[src/rtl/nand_bus_timer.sv]
module nand_bus_timer #(
  parameter int DATA_W  = 8,
  parameter int ADDR_W  = 3,
  parameter int CLE_BIT = 1,
  parameter int ALE_BIT = 2
) (
  input  logic              clk,
  input  logic              rst_n,
  input  logic [31:0]       cfg,
  input  logic              req_valid,
  output logic              req_ready,
  input  logic              req_write,
  input  logic [ADDR_W-1:0] req_addr,
  input  logic [DATA_W-1:0] req_wdata,
  output logic              rd_valid,
  output logic [DATA_W-1:0] rd_data,
  output logic              nand_ce_n,
  output logic              nand_re_n,
  output logic              nand_we_n,
  output logic              nand_cle,
  output logic              nand_ale,
  output logic [DATA_W-1:0] nand_dq_out,
  output logic              nand_dq_oe,
  input  logic [DATA_W-1:0] nand_dq_in,
  input  logic              nand_rdy,
  output logic [7:0]        status
);
  localparam int CNT_W = 6;

  typedef enum logic [2:0] {S_IDLE, S_SETUP, S_STROBE, S_HOLD, S_TURN} phase_t;

  phase_t            state;
  logic [CNT_W-1:0]  cnt;
  logic [31:0]       cfg_q;
  logic              wr_q, cle_q, ale_q, rdy_q;
  logic [DATA_W-1:0] wdata_q;

  wire strobe_only = cfg_q[31];
  wire ext_wait    = cfg_q[30];
  wire [CNT_W-1:0] setup_len  = wr_q ? CNT_W'(cfg_q[29:26]) : CNT_W'(cfg_q[16:13]);
  wire [CNT_W-1:0] strobe_len = wr_q ? CNT_W'(cfg_q[25:20]) : CNT_W'(cfg_q[12:7]);
  wire [CNT_W-1:0] hold_len   = wr_q ? CNT_W'(cfg_q[19:17]) : CNT_W'(cfg_q[6:4]);
  wire [CNT_W-1:0] turn_len   = CNT_W'(cfg_q[3:2]);

  wire active  = (state == S_SETUP) || (state == S_STROBE) || (state == S_HOLD);
  wire in_strb = (state == S_STROBE);
  wire stall   = ext_wait && !nand_rdy;

  assign req_ready   = (state == S_IDLE);
  assign nand_ce_n   = !(active && (!strobe_only || in_strb));
  assign nand_we_n   = !(in_strb && wr_q);
  assign nand_re_n   = !(in_strb && !wr_q);
  assign nand_cle    = active && cle_q;
  assign nand_ale    = active && ale_q;
  assign nand_dq_oe  = active && wr_q;
  assign nand_dq_out = wdata_q;
  assign status      = {7'd0, rdy_q};

  always_ff @(posedge clk or negedge rst_n) begin
    if (!rst_n) begin
      state    <= S_IDLE;
      cnt      <= '0;
      cfg_q    <= '0;
      wr_q     <= 1'b0;
      cle_q    <= 1'b0;
      ale_q    <= 1'b0;
      wdata_q  <= '0;
      rd_data  <= '0;
      rd_valid <= 1'b0;
      rdy_q    <= 1'b0;
    end else begin
      rd_valid <= 1'b0;
      rdy_q    <= nand_rdy;
      unique case (state)
        S_IDLE: if (req_valid) begin
          cfg_q   <= cfg;
          wr_q    <= req_write;
          cle_q   <= req_addr[CLE_BIT];
          ale_q   <= req_addr[ALE_BIT] && !req_addr[CLE_BIT];
          wdata_q <= req_wdata;
          cnt     <= req_write ? CNT_W'(cfg[29:26]) : CNT_W'(cfg[16:13]);
          state   <= S_SETUP;
        end
        S_SETUP:
          if (cnt == '0) begin
            state <= S_STROBE;
            cnt   <= strobe_len;
          end else cnt <= cnt - 1'b1;
        S_STROBE:
          if (cnt != '0) cnt <= cnt - 1'b1;
          else if (!stall) begin
            state <= S_HOLD;
            cnt   <= hold_len;
            if (!wr_q) begin
              rd_data  <= nand_dq_in;
              rd_valid <= 1'b1;
            end
          end
        S_HOLD:
          if (cnt == '0) begin
            state <= S_TURN;
            cnt   <= turn_len;
            cle_q <= 1'b0;
            ale_q <= 1'b0;
          end else cnt <= cnt - 1'b1;
        S_TURN:
          if (cnt == '0) state <= S_IDLE;
          else cnt <= cnt - 1'b1;
        default: state <= S_IDLE;
      endcase
    end
  end

  logic unused_len;
  assign unused_len = |setup_len;

  p_one_strobe_r1: assert property (@(posedge clk) disable iff (!rst_n)
    !(!nand_re_n && !nand_we_n));
  p_latch_excl_r4: assert property (@(posedge clk) disable iff (!rst_n)
    !(nand_cle && nand_ale));
  p_idle_quiet_r3: assert property (@(posedge clk) disable iff (!rst_n)
    req_ready |-> (nand_ce_n && nand_re_n && nand_we_n && !nand_cle && !nand_ale));
  p_strobe_in_ce_r7: assert property (@(posedge clk) disable iff (!rst_n)
    (!nand_re_n || !nand_we_n) |-> !nand_ce_n);
  p_rsp_after_read_r6: assert property (@(posedge clk) disable iff (!rst_n)
    $rose(rd_valid) |-> $past(!nand_re_n) && nand_re_n);
  p_oe_not_read_r10: assert property (@(posedge clk) disable iff (!rst_n)
    nand_dq_oe |-> nand_re_n);
  p_accept_wait_r3: assert property (@(posedge clk) disable iff (!rst_n)
    (req_ready && req_valid) |=> !req_ready);
endmodule

[config.mk]
export PLATFORM = sky130hd
export DESIGN_NAME = nand_bus_timer
export DESIGN_NICKNAME = d
export VERILOG_FILES = /design/src/rtl/nand_bus_timer.sv
export SDC_FILE = /design/constraint.sdc
export NUM_CORES = 1
export LEC_CHECK = 0
export ABC_AREA = 1
export CAP_MARGIN = 40
export CORE_ASPECT_RATIO = 0.7
export CORE_MARGIN = 5
export CORE_UTILIZATION = 50
export DETAILED_ROUTE_END_ITERATION = 10
export PLACE_DENSITY = 0.92
export SYNTH_ARGS = -nofsm -noshare
export SYNTH_HDL_FRONTEND = slang
export SYNTH_SLANG_ARGS = --single-unit
export TNS_END_PERCENT = 100
[constraint.sdc]
create_clock -name clk -period 3.75 [get_ports clk]
set_input_delay 0.75 -clock clk [delete_from_list [all_inputs] [get_ports clk]]
set_output_delay 0.75 -clock clk [all_outputs]
set_load 0.05 [all_outputs]
## Word level (Yosys, flattened, before mapping)

Index checks and enable logic that the tools add are counted.

- Register bits: 62
- Input port bits: 56
- Logic and storage cells: 80
- Output and inout port bits: 32

- Equal/unequal tests: 12
- Reduce and logical (&&, ||, !) cells: 28
- Add/sub/neg operators: 1
- Bitwise logic cells: 3
- Mux-type cells: 26

Operator list:

| cell | number |
|---|---|
| 6-bit two-way mux | 7 |
| 6-bit one-hot mux with 5 select lines | 1 |
| 3-bit two-way mux | 7 |
| 3-bit one-hot mux with 5 select lines | 1 |
| 2-bit != test, second input constant | 5 |
| 1-bit logical AND | 8 |
| 4-bit AND reduction | 2 |
| 1-bit logical NOT | 7 |
| 1-bit two-way mux | 7 |
| 3-bit by 2-bit equality test with 1-bit output, second input constant | 2 |
| 6-bit logical NOT | 1 |
| 6-bit AND reduction | 1 |
| 6-bit nonzero test | 1 |
| 6-bit by 1-bit subtractor with 6-bit output, second input constant | 1 |
| 5-bit nonzero test | 1 |
| 4-bit two-way mux | 1 |
| 2-bit by 1-bit != test with 1-bit output, second input constant | 2 |
| 1-bit one-hot mux with 2 select lines | 2 |
| 3-bit by 1-bit equality test with 1-bit output, second input constant | 1 |
| 3-bit equality test, second input constant | 1 |
| 3-bit logical NOT | 1 |
| 1-bit logical OR | 3 |
| 3-bit by 2-bit != test with 1-bit output, second input constant | 1 |
| 1-bit NOT | 3 |
| other kinds (3) | 3 |

## Depth between registers and ports, before layout

- Depth after elaboration: 5
- Mapped depth: 10
- Gate-level depth less buffers: 10

## Least setup slack after synthesis

OpenSTA, ideal clock, no wires.

- Kind: register -> output
- From: register state[2]
- To: output port nand_ale
- Setup slack: 1.579 ns
- Path buffers: 1
- Data arrival time: 1.421 ns
- Stages on the path, launching flop included: 5
- Cell sequence: dfrtp_1 > buf_4 > nor2_1 > inv_1 > nor2_1

- Cells in the longest elaborated chain, start to end: 4
- Elaborated cells on any way between the ends: 6

Ends and longest elaborated chain:

| item | RTL line | source |
|---|---|---|
| start: declaration | 32 | `phase_t state;` |
| start signal: assignment | 61 | `state <= S_IDLE;` |
| start signal: assignment | 82 | `state <= S_SETUP;` |
| start signal: assignment | 86 | `state <= S_STROBE;` |
| 3-bit by 1-bit equality test with 1-bit output / 3-bit by 2-bit equality test with 1-bit output (equally long branches) | 45 | `wire active = (state == S_SETUP) \|\| (state == S_STROBE) \|\| (state == S_HOLD);` |
| 1-bit logical OR | 45 |  |
| 1-bit logical OR * | 45 |  |
| 1-bit logical AND * | 54 | `assign nand_ale = active && ale_q;` |
| end: declaration | 21 | `output logic nand_ale,` |

Mark *: on every way between the ends. The rest lies on a longest branch, timed or not.

## Final worst setup path

- From: register state[2]
- To: output port nand_re_n

- Cells in the longest elaborated chain, start to end: 3

Ends and longest elaborated chain:

| item | RTL line | source |
|---|---|---|
| 3-bit by 2-bit equality test with 1-bit output | 46 | `wire in_strb = (state == S_STROBE);` |
| 1-bit logical AND | 52 | `assign nand_re_n = !(in_strb && !wr_q);` |
| 1-bit logical NOT | 52 |  |
| end: declaration | 18 | `output logic nand_re_n,` |

Every way passes these cells.

==> results.cfg <==
[pwr]
p_leak_nw = 1.80
power.total_mw = 2.91
powerDensity_nw_per_um2 = 792
ir_worst_vdd_mv = 0.470

[route]
firstDrtPassIters = 4
viasPerCell = 4.87
drc = 0
wl_um = 6140
drtAntennaViolNets = 0
routedWlPerCell_um = 13.8
vias = 2173
drt_iter0_markers = 113

[synth]
yosysTopAreaCell = dfrtp_1
syn_avg_cell_area_um2 = 9.33
synth_commonest_cells = 94 x nand2_1, 52 x dfrtp_1, 24 x nor2_1
ys_types = 35
ys_ff_latch = 52
syn_area_um2 = 2750
synth_top_area_share_pct = 47.3
synth-seq-area-share_pct = 47.3
synth_flop_cell = dfrtp_1
ys_warn_count = 0
netlist_instances = 295
yosysMostFrequentCell = nand2_1
async_flop_share_pct = 100
synth-edff-count = 0
synth.area.top_cells = dfrtp_1 47%, nand2_1 13%, mux2_4 10%

[worst_setup_path]
cp-end-kind = output port
r2r_start = cnt[0]
crit_fanout = 8
start_kind = register
cp_cell_sequence = nor2_4 -> nand2_1 -> nor2_2 -> inv_1 -> clkdlybuf4s50_1
max_stage_delay_ns = 0.71
r2r.worst_path.cells = 9
worstPathArrival_ns = 2.19
cpMaxStageDelayCell = clkdlybuf4s50_1
reg2reg_slack_ns = 2.02
critPathBufInv = 2
worst-setup-path-type = reg -> out
crit_family = buffers and inverters
required_ns = 3.00
r2r-end = cnt[5]

[placed_design]
globalplace.congestion = 0.887
port_buffers = 77
dpl-instance-area_um2 = 3540
dp_hpwl_um = 4760

[die]
row_count = 22
die_area_um2 = 7110
die_h_um = 72.1
start_util_pct = 52.1
core_um2 = 5290
die_w_um = 98.7
io-pin-count = 88

[timing]
fmax_ghz = 0.340
finalCritPeriodShare_pct = 78.4
slew_headroom_pct = 51.6
tns_ns = 0
finalHoldViolCount = 0
drv_slew = 0
clock_skew_ns = 0.00859
tightest_slew_ns = 0.725
finalSetupViolCount = 0
rsz0062_at_grt = false
layout_min_cycle_time_ns = 2.94

[cells_and_area]
multiInputGateArea_um2 = 1280
nNetsFinal = 431
final_area_um2 = 3670
drive_gt1_share_pct = 13.6
fin_util_pct = 69.5
seq_area_um2 = 1300
areaGrowthSynthToFinish_pct = 33.6
diodes = 0
fill_cells = 438

[clocking]
h-tree-depth = 2
cts_tree = built
cts_resized = 0
cts_made_buffers = 5
clockBufferDepth = 2
cts_setup_buffers = 0
clk_latency_ns = 0.31
clock_sinks = 52
holdBufCountCts = 0
cts-root-buf = clkbuf_8
path_clk_slew_ns = 0.10

[global_route]
grt_antenna_before_repair = 0
gr-total-overflow = 0
grt_max_degree = 38
grt_first_pass_wirelength_um = 10000
grt_use_total_pct = 17.3
grt_pass1_vias = 2164

[outcome]
status = finished, final reports clean

[worst_hold_path]
min_path_type = in -> async

[flow_run]
maxCapViolCount = 0
-- state kept, by name (all words and copies together) (netlist names) --
name,cells
cle_q,1
ale_q,1
rd_data,8
rdy_q,1
state,3
cnt,6
rd_valid,1
cfg_q,22
nand_dq_out,8
wr_q,1
-- placed cells by master (no fill, tap or decap), types with 2 or more instances in the layout --
cell,n
nand2_1,94
clkdlybuf4s50_1,76
dfrtp_1,52
nor2_1,24
inv_1,23
mux2_4,19
nand3_1,13
o21ai_0,12
mux2_2,7
conb_1,7
a21oi_1,5
clkbuf_8,5
xor2_1,4
nand3b_1,3
nor2_4,2
nor2_8,2
nor2_2,2
nand4_1,2
ha_1,2
bufinv_16,2
-- worst register-to-register path: stages, from the launching register on --
cell	delay, ns
dfrtp_1	0.45
inv_1	0.12
ha_1	0.18
nand2_1	0.13
nor2_8	0.21
nand2_1	0.12
nand2_2	0.17
inv_1	0.10
o21ai_0	0.08
nand2_1	0.06
-- cell type report --
type	instances	area share (%)
Clock buffer	5	1.87
Clock inverter	3	1.87
Inverter	25	2.59
Multi-Input combinational cell	211	34.8
Sequential cell	52	35.4
Tap cell	72	2.45
Timing Repair Buffer	78	21.0
-- worst max path at each step --
stage / slack [ns] / cells after the start / end / start
after floorplan: 1.58 / 4 / nand_ale / state[2]
after global routing: 0.71 / 5 / nand_re_n / state[2]
after global placement: 1.18 / 5 / nand_re_n / state[2]
final: 0.81 / 5 / nand_re_n / state[2]
after detailed placement: 1.14 / 5 / nand_re_n / state[2]
after CTS: 0.79 / 5 / nand_re_n / state[2]
-- report_power, final --
group	internal (mW)	leakage [nW]	switching [mW]
combinational	0.613	1.10	0.904
sequential	0.768	0.629	0.164
clock	0.269	0.0687	0.194
total	1.65	1.80	1.26
-- metal layers --
| metal | GRT usage, % | wire length (µm) | vias to the layer above |
|---|---|---|---|
| met5 | 0 | 0 | - |
| met4 | 3.33 | 25 | 0 |
| met3 | 4.42 | 487 | 5 |
| met2 | 27.9 | 2800 | 79 |
| met1 | 24.1 | 2830 | 1009 |
| li1 | - | - | 1080 |
-- per-stage QoR --
stage / hold slack (ns) / worst slack [ns] / cells
global route: 0.510 / 0.707 / 446
finish: 0.486 / 0.811 / 446
global placement: 0.462 / 1.18 / 438
CTS: 0.490 / 0.790 / 446
detailed placement: 0.464 / 1.14 / 438
floorplan: 0.454 / 1.58 / 301
-- cell families (layout without fill, tap and decap cells) --
kind of cell               Yosys count  count (layout)  synth area share [%]
xor gates and xnor gates             4               4                  1.27
adders and majority gates            2               2                 0.909
muxes                               27              27                  13.6
and+or+nand+nor                    150             150                  25.5
DFF                                 52              52                  47.3
AOI/OAI and AO/OA                   21              21                  4.23
other                                1               7                 0.136
buffers and inverters               38             111                  7.09
No activity file was read; power rests on OpenSTA's default activity.
